$ cat src/rtl/gtc_pkg.sv
package gtc_pkg;
   typedef enum logic [1:0] {
      GTC_M13    = 2'b00,
      GTC_M16    = 2'b01,
      GTC_RELOAD = 2'b10,
      GTC_SPLIT  = 2'b11
   } gtc_mode_e;
endpackage

$ cat src/rtl/gtc_enable.sv
// Qualifies the count sources with run and gate control.
module gtc_enable (
   input  logic tick_i,
   input  logic event_i,
   input  logic sel_event_i,
   input  logic run_i,
   input  logic gate_en_i,
   input  logic gate_pin_i,
   input  logic run_hi_i,
   output logic main_inc_o,
   output logic hi_inc_o
);
   logic gate_ok;
   logic src;

   always_comb begin
      gate_ok    = !gate_en_i || gate_pin_i;
      src        = sel_event_i ? event_i : tick_i;
      main_inc_o = run_i && gate_ok && src;
      // the split high-byte timer always counts machine cycles, ungated
      hi_inc_o   = run_hi_i && tick_i;
   end
endmodule

$ cat src/rtl/gtc_core.sv
// Next-state arithmetic for the four layouts.
module gtc_core
   import gtc_pkg::*;
#(
   parameter int BYTE_W = 8,
   parameter int PRE_W  = 5
) (
   input  gtc_mode_e         mode_i,
   input  logic [BYTE_W-1:0] lo_i,
   input  logic [BYTE_W-1:0] hi_i,
   input  logic              main_go_i,
   input  logic              hi_go_i,
   output logic [BYTE_W-1:0] lo_nxt_o,
   output logic [BYTE_W-1:0] hi_nxt_o,
   output logic              main_wrap_o,
   output logic              hi_wrap_o
);
   localparam int WIDE_W = 2 * BYTE_W;
   localparam logic [BYTE_W-1:0] ONES = {BYTE_W{1'b1}};

   logic [BYTE_W-1:0] pre_mask;

   generate
      if (PRE_W == BYTE_W) begin : g_pre_full
         assign pre_mask = ONES;
      end else begin : g_pre_part
         assign pre_mask = {{(BYTE_W-PRE_W){1'b0}}, {PRE_W{1'b1}}};
      end
   endgenerate

   logic [WIDE_W-1:0] wide_inc;
   logic [BYTE_W-1:0] lo_inc;
   logic [BYTE_W-1:0] hi_inc;
   logic              pre_full;

   always_comb begin
      wide_inc = {hi_i, lo_i} + WIDE_W'(1);
      lo_inc   = lo_i + BYTE_W'(1);
      hi_inc   = hi_i + BYTE_W'(1);
      pre_full = (lo_i & pre_mask) == pre_mask;
   end

   always_comb begin
      lo_nxt_o    = lo_i;
      hi_nxt_o    = hi_i;
      main_wrap_o = 1'b0;
      hi_wrap_o   = 1'b0;
      unique case (mode_i)
         GTC_M13: begin
            if (main_go_i) begin
               lo_nxt_o = (lo_i & ~pre_mask) | (lo_inc & pre_mask);
               if (pre_full) begin
                  hi_nxt_o    = hi_inc;
                  main_wrap_o = (hi_i == ONES);
               end
            end
         end
         GTC_M16: begin
            if (main_go_i) begin
               {hi_nxt_o, lo_nxt_o} = wide_inc;
               main_wrap_o          = ({hi_i, lo_i} == {WIDE_W{1'b1}});
            end
         end
         GTC_RELOAD: begin
            if (main_go_i) begin
               if (lo_i == ONES) begin
                  lo_nxt_o    = hi_i;
                  main_wrap_o = 1'b1;
               end else begin
                  lo_nxt_o = lo_inc;
               end
            end
         end
         GTC_SPLIT: begin
            if (main_go_i) begin
               lo_nxt_o    = lo_inc;
               main_wrap_o = (lo_i == ONES);
            end
            if (hi_go_i) begin
               hi_nxt_o  = hi_inc;
               hi_wrap_o = (hi_i == ONES);
            end
         end
         default: ;
      endcase
   end
endmodule

$ cat src/rtl/gtc_sticky.sv
// Sticky flag; SET_WINS picks the priority when set and clear coincide.
module gtc_sticky #(
   parameter bit SET_WINS = 1'b1
) (
   input  logic clk,
   input  logic rst_n,
   input  logic set_i,
   input  logic clr_i,
   output logic flag_o
);
   generate
      if (SET_WINS) begin : g_set_wins
         always_ff @(posedge clk or negedge rst_n) begin
            if (!rst_n) flag_o <= 1'b0;
            else        flag_o <= set_i || (flag_o && !clr_i);
         end
      end else begin : g_clr_wins
         always_ff @(posedge clk or negedge rst_n) begin
            if (!rst_n) flag_o <= 1'b0;
            else        flag_o <= !clr_i && (flag_o || set_i);
         end
      end
   endgenerate
endmodule

$ cat src/rtl/gtc_unit.sv
// Multi-mode gated timer/counter channel.
module gtc_unit
   import gtc_pkg::*;
#(
   parameter int BYTE_W        = 8,
   parameter int PRE_W         = 5,
   parameter bit FLAG_SET_WINS = 1'b1
) (
   input  logic              clk,
   input  logic              rst_n,
   input  logic              tick_i,
   input  logic              event_i,
   input  logic              sel_event_i,
   input  logic              run_i,
   input  logic              gate_en_i,
   input  logic              gate_pin_i,
   input  logic [1:0]        mode_i,
   input  logic              run_hi_i,
   input  logic              wr_lo_i,
   input  logic              wr_hi_i,
   input  logic [BYTE_W-1:0] wr_data_i,
   input  logic              clr_ovf_i,
   input  logic              clr_ovf_hi_i,
   output logic [BYTE_W-1:0] cnt_lo_o,
   output logic [BYTE_W-1:0] cnt_hi_o,
   output logic              ovf_o,
   output logic              ovf_hi_o
);
   localparam int N_FLAGS = 2;

   generate
      if (BYTE_W < 2) begin : g_bad_width
         $error("gtc_unit: BYTE_W must be at least 2");
      end
      if (PRE_W < 1 || PRE_W > BYTE_W) begin : g_bad_pre
         $error("gtc_unit: PRE_W must lie in 1..BYTE_W");
      end
   endgenerate

   gtc_mode_e         mode;
   logic              main_inc, hi_inc;
   logic              main_go, hi_go;
   logic              split;
   logic [BYTE_W-1:0] lo_q, hi_q, lo_nxt, hi_nxt;
   logic              main_wrap, hi_wrap;
   logic [N_FLAGS-1:0] flag_set, flag_clr, flag_q;

   assign mode = gtc_mode_e'(mode_i);

   gtc_enable i_enable (
      .tick_i      (tick_i),
      .event_i     (event_i),
      .sel_event_i (sel_event_i),
      .run_i       (run_i),
      .gate_en_i   (gate_en_i),
      .gate_pin_i  (gate_pin_i),
      .run_hi_i    (run_hi_i),
      .main_inc_o  (main_inc),
      .hi_inc_o    (hi_inc)
   );

   // writes win over increments; in split mode each byte is its own counter
   always_comb begin
      split   = (mode == GTC_SPLIT);
      main_go = main_inc && (split ? !wr_lo_i : !(wr_lo_i || wr_hi_i));
      hi_go   = split && hi_inc && !wr_hi_i;
   end

   gtc_core #(.BYTE_W(BYTE_W), .PRE_W(PRE_W)) i_core (
      .mode_i      (mode),
      .lo_i        (lo_q),
      .hi_i        (hi_q),
      .main_go_i   (main_go),
      .hi_go_i     (hi_go),
      .lo_nxt_o    (lo_nxt),
      .hi_nxt_o    (hi_nxt),
      .main_wrap_o (main_wrap),
      .hi_wrap_o   (hi_wrap)
   );

   always_ff @(posedge clk or negedge rst_n) begin
      if (!rst_n) begin
         lo_q <= '0;
         hi_q <= '0;
      end else begin
         lo_q <= wr_lo_i ? wr_data_i : lo_nxt;
         hi_q <= wr_hi_i ? wr_data_i : hi_nxt;
      end
   end

   assign flag_set = {hi_wrap, main_wrap};
   assign flag_clr = {clr_ovf_hi_i, clr_ovf_i};

   generate
      for (genvar f = 0; f < N_FLAGS; f++) begin : g_flag
         gtc_sticky #(.SET_WINS(FLAG_SET_WINS)) i_flag (
            .clk    (clk),
            .rst_n  (rst_n),
            .set_i  (flag_set[f]),
            .clr_i  (flag_clr[f]),
            .flag_o (flag_q[f])
         );
      end
   endgenerate

   assign cnt_lo_o = lo_q;
   assign cnt_hi_o = hi_q;
   assign ovf_o    = flag_q[0];
   assign ovf_hi_o = flag_q[1];
endmodule

$ cat config.mk
export PLATFORM = sky130hd
export DESIGN_NAME = gtc_unit
export DESIGN_NICKNAME = d
export VERILOG_FILES = /design/src/rtl/gtc_pkg.sv /design/src/rtl/gtc_enable.sv /design/src/rtl/gtc_core.sv /design/src/rtl/gtc_sticky.sv /design/src/rtl/gtc_unit.sv
export SDC_FILE = /design/constraint.sdc
export NUM_CORES = 1
export LEC_CHECK = 0
export BUFFER_PORTS_ARGS = -buffer_cell sky130_fd_sc_hd__buf_2
export CELL_PAD_IN_SITES_DETAIL_PLACEMENT = 0
export CELL_PAD_IN_SITES_GLOBAL_PLACEMENT = 1
export CORE_MARGIN = 5
export CORE_UTILIZATION = 42
export DETAILED_ROUTE_END_ITERATION = 6
export PLACE_DENSITY = 0.83
export SYNTH_ARGS = -nofsm -noshare
export SYNTH_HDL_FRONTEND = slang
export SYNTH_SLANG_ARGS = --single-unit
$ cat constraint.sdc
create_clock -name clk -period 5.1 [get_ports clk]
set_input_delay 1.02 -clock clk [delete_from_list [all_inputs] [get_ports clk]]
set_output_delay 1.02 -clock clk [all_outputs]
set_load 0.005 [all_outputs]
## After elaboration in Yosys (flattened, before gate mapping)

Cells that the tools add are included.

| operators by class | value |
|---|---|
| $add $sub $neg | 3 |
| eq/ne operators | 15 |
| mux-type cells | 24 |
| bitwise operators | 1 |
| reduce and logical (&&, ||, !) cells | 22 |

Operator list:

| operator | count |
|---|---|
| two-way mux 8 bit | 11 |
| case mux 8 bit (4 select lines) | 1 |
| case mux 8 bit (3 select lines) | 1 |
| != test 3 bit (second input constant) | 7 |
| adder 16 x 1 -> 16 bit (second input constant) | 1 |
| adder 8 x 1 -> 8 bit (second input constant) | 2 |
| == test 16 bit (second input constant) | 1 |
| == test 8 bit (second input constant) | 2 |
| two-way mux 1 bit | 10 |
| logical AND 1 bit | 8 |
| OR 8 x 5 -> 8 bit | 1 |
| zero test 1 bit | 6 |
| == test 5 bit (second input constant) | 1 |
| AND reduction 5 bit | 1 |
| == test 2 bit (second input constant) | 2 |
| logical OR 1 bit | 4 |
| case mux 1 bit (4 select lines) | 1 |
| AND reduction 4 bit | 1 |
| nonzero test 4 bit | 1 |
| != test 3 x 2 -> 1 bit (second input constant) | 1 |
| == test 2 x 1 -> 1 bit (second input constant) | 1 |
| zero test 2 bit | 1 |

| storage, ports and cells | value |
|---|---|
| register bits | 18 |
| input port bits | 23 |
| output and inout bits | 18 |
| word-level logic and storage cells | 69 |

## Depth between registers and ports, before layout

| logic depth | value |
|---|---|
| depth in word-level cells | 8 |
| gate-level depth with buffers | 8 |
| depth with buffers taken out | 8 |

## By module

Synthesis repeated with hierarchy kept, for this count alone.

| second synthesis, totals | value |
|---|---|
| cell total of the unflattened synthesis | 182 |
| area total of the unflattened synthesis | 1657.8 µm² |

By module, submodules not included:

| module | instances | cells each | area an instance (µm²) | seq. area each (µm²) |
|---|---|---|---|---|
| gtc_core | 1 | 134 | 869.6 | 0.0 |
| gtc_unit | 1 | 38 | 685.7 | 400.4 |
| gtc_sticky | 2 | 3 | 36.3 | 25.0 |
| gtc_enable | 1 | 4 | 30.0 | 0.0 |

## Worst setup path before layout

Ideal clock, no wire load.

| path | value |
|---|---|
| path type | input to register |
| from | input wr_lo_i |
| to | register hi_q[5], in the netlist cnt_hi_o[5] |
| setup time | 0.130 ns |
| arrival | 2.137 ns |
| data required time | 4.970 ns |
| setup slack | 2.834 ns |
| stages | 5 |
| cells stage by stage | buf_6 nand2b_4 o41a_1 nor4_1 nor3b_1 |

| between the ends | value |
|---|---|
| word-level cells in the longest chain between the ends | 6 |
| elaborated cells between the ends (all ways) | 8 |
| those cells by class | 2 x eq/ne; 1 x mux; 5 x reduce/logical |

RTL lines:

| what | RTL line | text |
|---|---|---|
| start: declaration | gtc_unit.sv:19 | `input logic wr_lo_i,` |
| logical OR 1 bit | gtc_unit.sv:65 | `main_go = main_inc && (split ? !wr_lo_i : !(wr_lo_i \|\| wr_hi_i));` |
| zero test 1 bit | gtc_unit.sv:65 |  |
| two-way mux 1 bit (*) | gtc_unit.sv:65 |  |
| logical AND 1 bit (*) | gtc_unit.sv:65 |  |
| != test 3 bit (no source line) | -- |  |
| AND reduction 5 bit (no source line) (*) | -- |  |
| end signal: assignment | gtc_unit.sv:87 | `hi_q <= wr_hi_i ? wr_data_i : hi_nxt;` |
| end: declaration | gtc_unit.sv:44 | `logic [BYTE_W-1:0] lo_q, hi_q, lo_nxt, hi_nxt;` |

Every way passes the cells marked *; elsewhere a longest branch is shown, timed or not.
A chain may end at the register's enable or synchronous reset.

## Final worst setup path

| path | value |
|---|---|
| from | register lo_q[0], in the netlist cnt_lo_o[0] |
| to | register hi_q[2], in the netlist cnt_hi_o[2] |

| between the ends | value |
|---|---|
| word-level cells in the longest chain between the ends | 4 |
| elaborated cells between the ends (all ways) | 7 |
| those cells by class | 1 x add/sub; 2 x eq/ne; 3 x mux; 1 x reduce/logical |

RTL lines:

| what | RTL line | text |
|---|---|---|
| start: declaration | gtc_unit.sv:44 |  |
| start signal: assignment | gtc_unit.sv:86 | `lo_q <= wr_lo_i ? wr_data_i : lo_nxt;` |
| adder 16 x 1 -> 16 bit | gtc_core.sv:37 | `wide_inc = {hi_i, lo_i} + WIDE_W'(1);` |
| two-way mux 8 bit | gtc_core.sv:59 | `if (main_go_i) begin` |
| case mux 8 bit (3 select lines) | gtc_core.sv:48 | `unique case (mode_i)` |
| two-way mux 8 bit | gtc_unit.sv:87 |  |

Parallel ways exist; a longest one is shown, timed or not. The select of a mux whose other input is x is not followed.

==> flow_summary.json <==
{
  "synthArstFlopShare_pct": 100,
  "hold_path_class": "flop to flop",
  "synth_top_cells_by_area": "dfrtp_1, nand2_1, nand4_1",
  "syn_area_sq_um": 1530,
  "syn_to_final_growth_pct": 17.3,
  "row_count": 22,
  "hold_viol": 0,
  "ant_nets": 0,
  "synth-edff-count": 0,
  "ys_top_cells_by_count": "dfrtp_1, nand2_1, nand3_1, nand4_1, nor2_1",
  "ios": 41,
  "syn-num-nets": 203,
  "dr.first_iter.drc_count": 153,
  "path_clk_slew_ps": 80,
  "max-slew-margin-rel_pct": 56.9,
  "yosys.cell_types.count": 60,
  "cts-root-buf": "clkbuf_8",
  "hpwl_mm": 3.46,
  "die_y_microns": 70.4,
  "status": "complete, no violations",
  "powerDensity_nw_per_um2": 248,
  "grt_pass1_vias": 1556,
  "tightest_slew_ps": 641,
  "firstDrtPassIters": 5,
  "period_share_pct": 46.0,
  "yosys_warnings": 0,
  "syn_avg_cell_area_sq_um": 8.65,
  "yosys.area.top_type": "dfrtp_1",
  "overflow": 0,
  "die_w_microns": 70.4,
  "grt_use_total_pct": 18.7,
  "critPathArrivalTime_ps": 2490,
  "htreeDepth": 1,
  "post-synth-top-area-fraction_pct": 29.4,
  "max-vdd-ir-drop_v": 0.000146,
  "dieArea_sq_um": 4950,
  "required_ps": 5240,
  "p_total_mw": 0.444,
  "post_cts_buffers": 0,
  "rsz0062_at_grt": "no",
  "final.setup.tns_ps": 0,
  "setup_viol": 0,
  "crit_path_start_kind": "flop",
  "grt_pass1_wl_mm": 7.59,
  "cp_max_fo": 8,
  "endpoint_kind": "flop",
  "clkLatencyLatePin_ps": 260,
  "place_inst": 255,
  "synth_cells": 177,
  "totalWireLength_mm": 4.47,
  "grt_max_degree": 21,
  "place.gp.congestion": 0.821,
  "core_sq_um": 3610,
  "leakagePower_nw": 0.788,
  "ys.flop_type": "dfrtp_1",
  "wl_per_cell_microns": 17.3,
  "final.min_clock_period_ps": 2350,
  "cts_hold_buf": 0,
  "cts_sinks": 18,
  "timing.fmax_ghz": 0.426,
  "avgViaCountPerCell": 6.09,
  "worst-setup-path-type": "flop to flop",
  "cts_tree": "built",
  "start_util_pct": 42.4,
  "port_buffers": 40,
  "antenna_found_initial": 0,
  "drc": 0,
  "nets": 238,
  "finalMaxSlewViolations": 0,
  "cts-resized-gates": 0,
  "synth_seq_area_share_pct": 29.4,
  "drive_gt1_share_pct": 27.0,
  "numCtsBuffers": 3,
  "drv_cap": 0,
  "vias": 1577,
  "cts_buffer_depth": 2,
  "postSynthRegisterBits": 18,
  "diodes": 0,
  "finClkSkew_ps": 4.03,
  "final_cells": 259
}
-- layout by cell type (no fill, tap or decap), types with 2 or more instances in the layout --
master     n
a211oi_1   4
dfrtp_1   18
ha_1       3
inv_2      2
o221ai_1   6
inv_1      6
buf_2     40
and2_1     2
mux2i_1    5
a41o_1     2
a21boi_0   2
o21ai_1    2
and4_1     4
clkbuf_8   4
xnor2_1    2
nand4_1    9
nor2_1     9
nor3b_1    2
o211ai_1   2
nand2b_1   3
nand2_1   18
o22ai_1    3
nor4_1     3
a21oi_1    5
nor3_1     2
a22oi_1    4
or3_1      2
nor2b_1    4
o21ai_0    5
o21bai_1   2
nand3_1    9
-- worst paths after layout --
kind                                    startpoint                       to  slack (ps)  cells past startpoint
max                                    cnt_lo_o[0]              cnt_hi_o[2]        2750                      8
max in group asynchronous                    rst_n  g_flag[0].i_flag.flag_o        4100                      1
min                        g_flag[0].i_flag.flag_o  g_flag[0].i_flag.flag_o         500                      2
min reg2reg                g_flag[0].i_flag.flag_o  g_flag[0].i_flag.flag_o         500                      2
min in group asynchronous                    rst_n              cnt_lo_o[5]         690                      1
max reg2reg                            cnt_lo_o[0]              cnt_hi_o[2]        2750                      8
-- where the power goes --
part / internal, mW / leakage [nW] / switching, mW
Combinational: 0.0585 / 0.542 / 0.0702
Sequential: 0.160 / 0.218 / 0.0341
Clock: 0.0687 / 0.0288 / 0.0533
Total: 0.287 / 0.788 / 0.158
-- worst max-delay path, cell delays in order, from the launching register on --
cell	delay [ps]
dfrtp_1	450
ha_1	250
nand3_2	140
clkinv_2	130
ha_1	230
o21bai_1	280
o41ai_4	160
and4_1	210
or3_1	370
-- area by class of cell --
| class | count | area [sq um] |
|---|---|---|
| well taps | 48 | 60.1 |
| fillers | 358 | 1810 |
| multi-input cells | 140 | 993 |
| repair buffers | 40 | 200 |
| flip-flops and latches | 18 | 450 |
| inverters | 9 | 35.0 |
| clock buffers | 4 | 55.1 |
-- routing by layer --
layer / global-route usage, % / share of wire [%] / vias to the layer above
met1: 24.8 / 44 / 775
met2: 30.7 / 51 / 40
li1: - / - / 760
met5: 0 / 0 / -
met4: 5.53 / 0.29 / 0
met3: 3.60 / 4.8 / 2
-- sequential cells by signal, summed over array words and instances, names as in the netlist --
| signal | flops |
|---|---|
| cnt_hi_o | 8 |
| cnt_lo_o | 8 |
| g_flag.i_flag.flag_o | 2 |
-- logic make-up (layout without fill, tap and decap cells) --
group	count (synthesis)	in the layout	synth area share, %
mux	7	7	4.74
xor+xnor	2	2	1.14
flops	18	18	29.4
buf+inv	19	53	5.64
fa+ha+maj	3	3	2.45
compound gates	55	55	29.2
simple gates	73	73	27.4
-- through the flow --
step                util, %  worst slack [ps]  area [sq um]  hold WS, ps
global placement       48.2              2580          1740          492
floorplan                 -              2830          1530          481
CTS                    49.8              2770          1790          508
finish                 49.8              2750          1790          505
detailed placement     48.2              2540          1740          491
global route           49.8              2530          1790          520
Note: power is estimated with default switching activity, not from simulation.
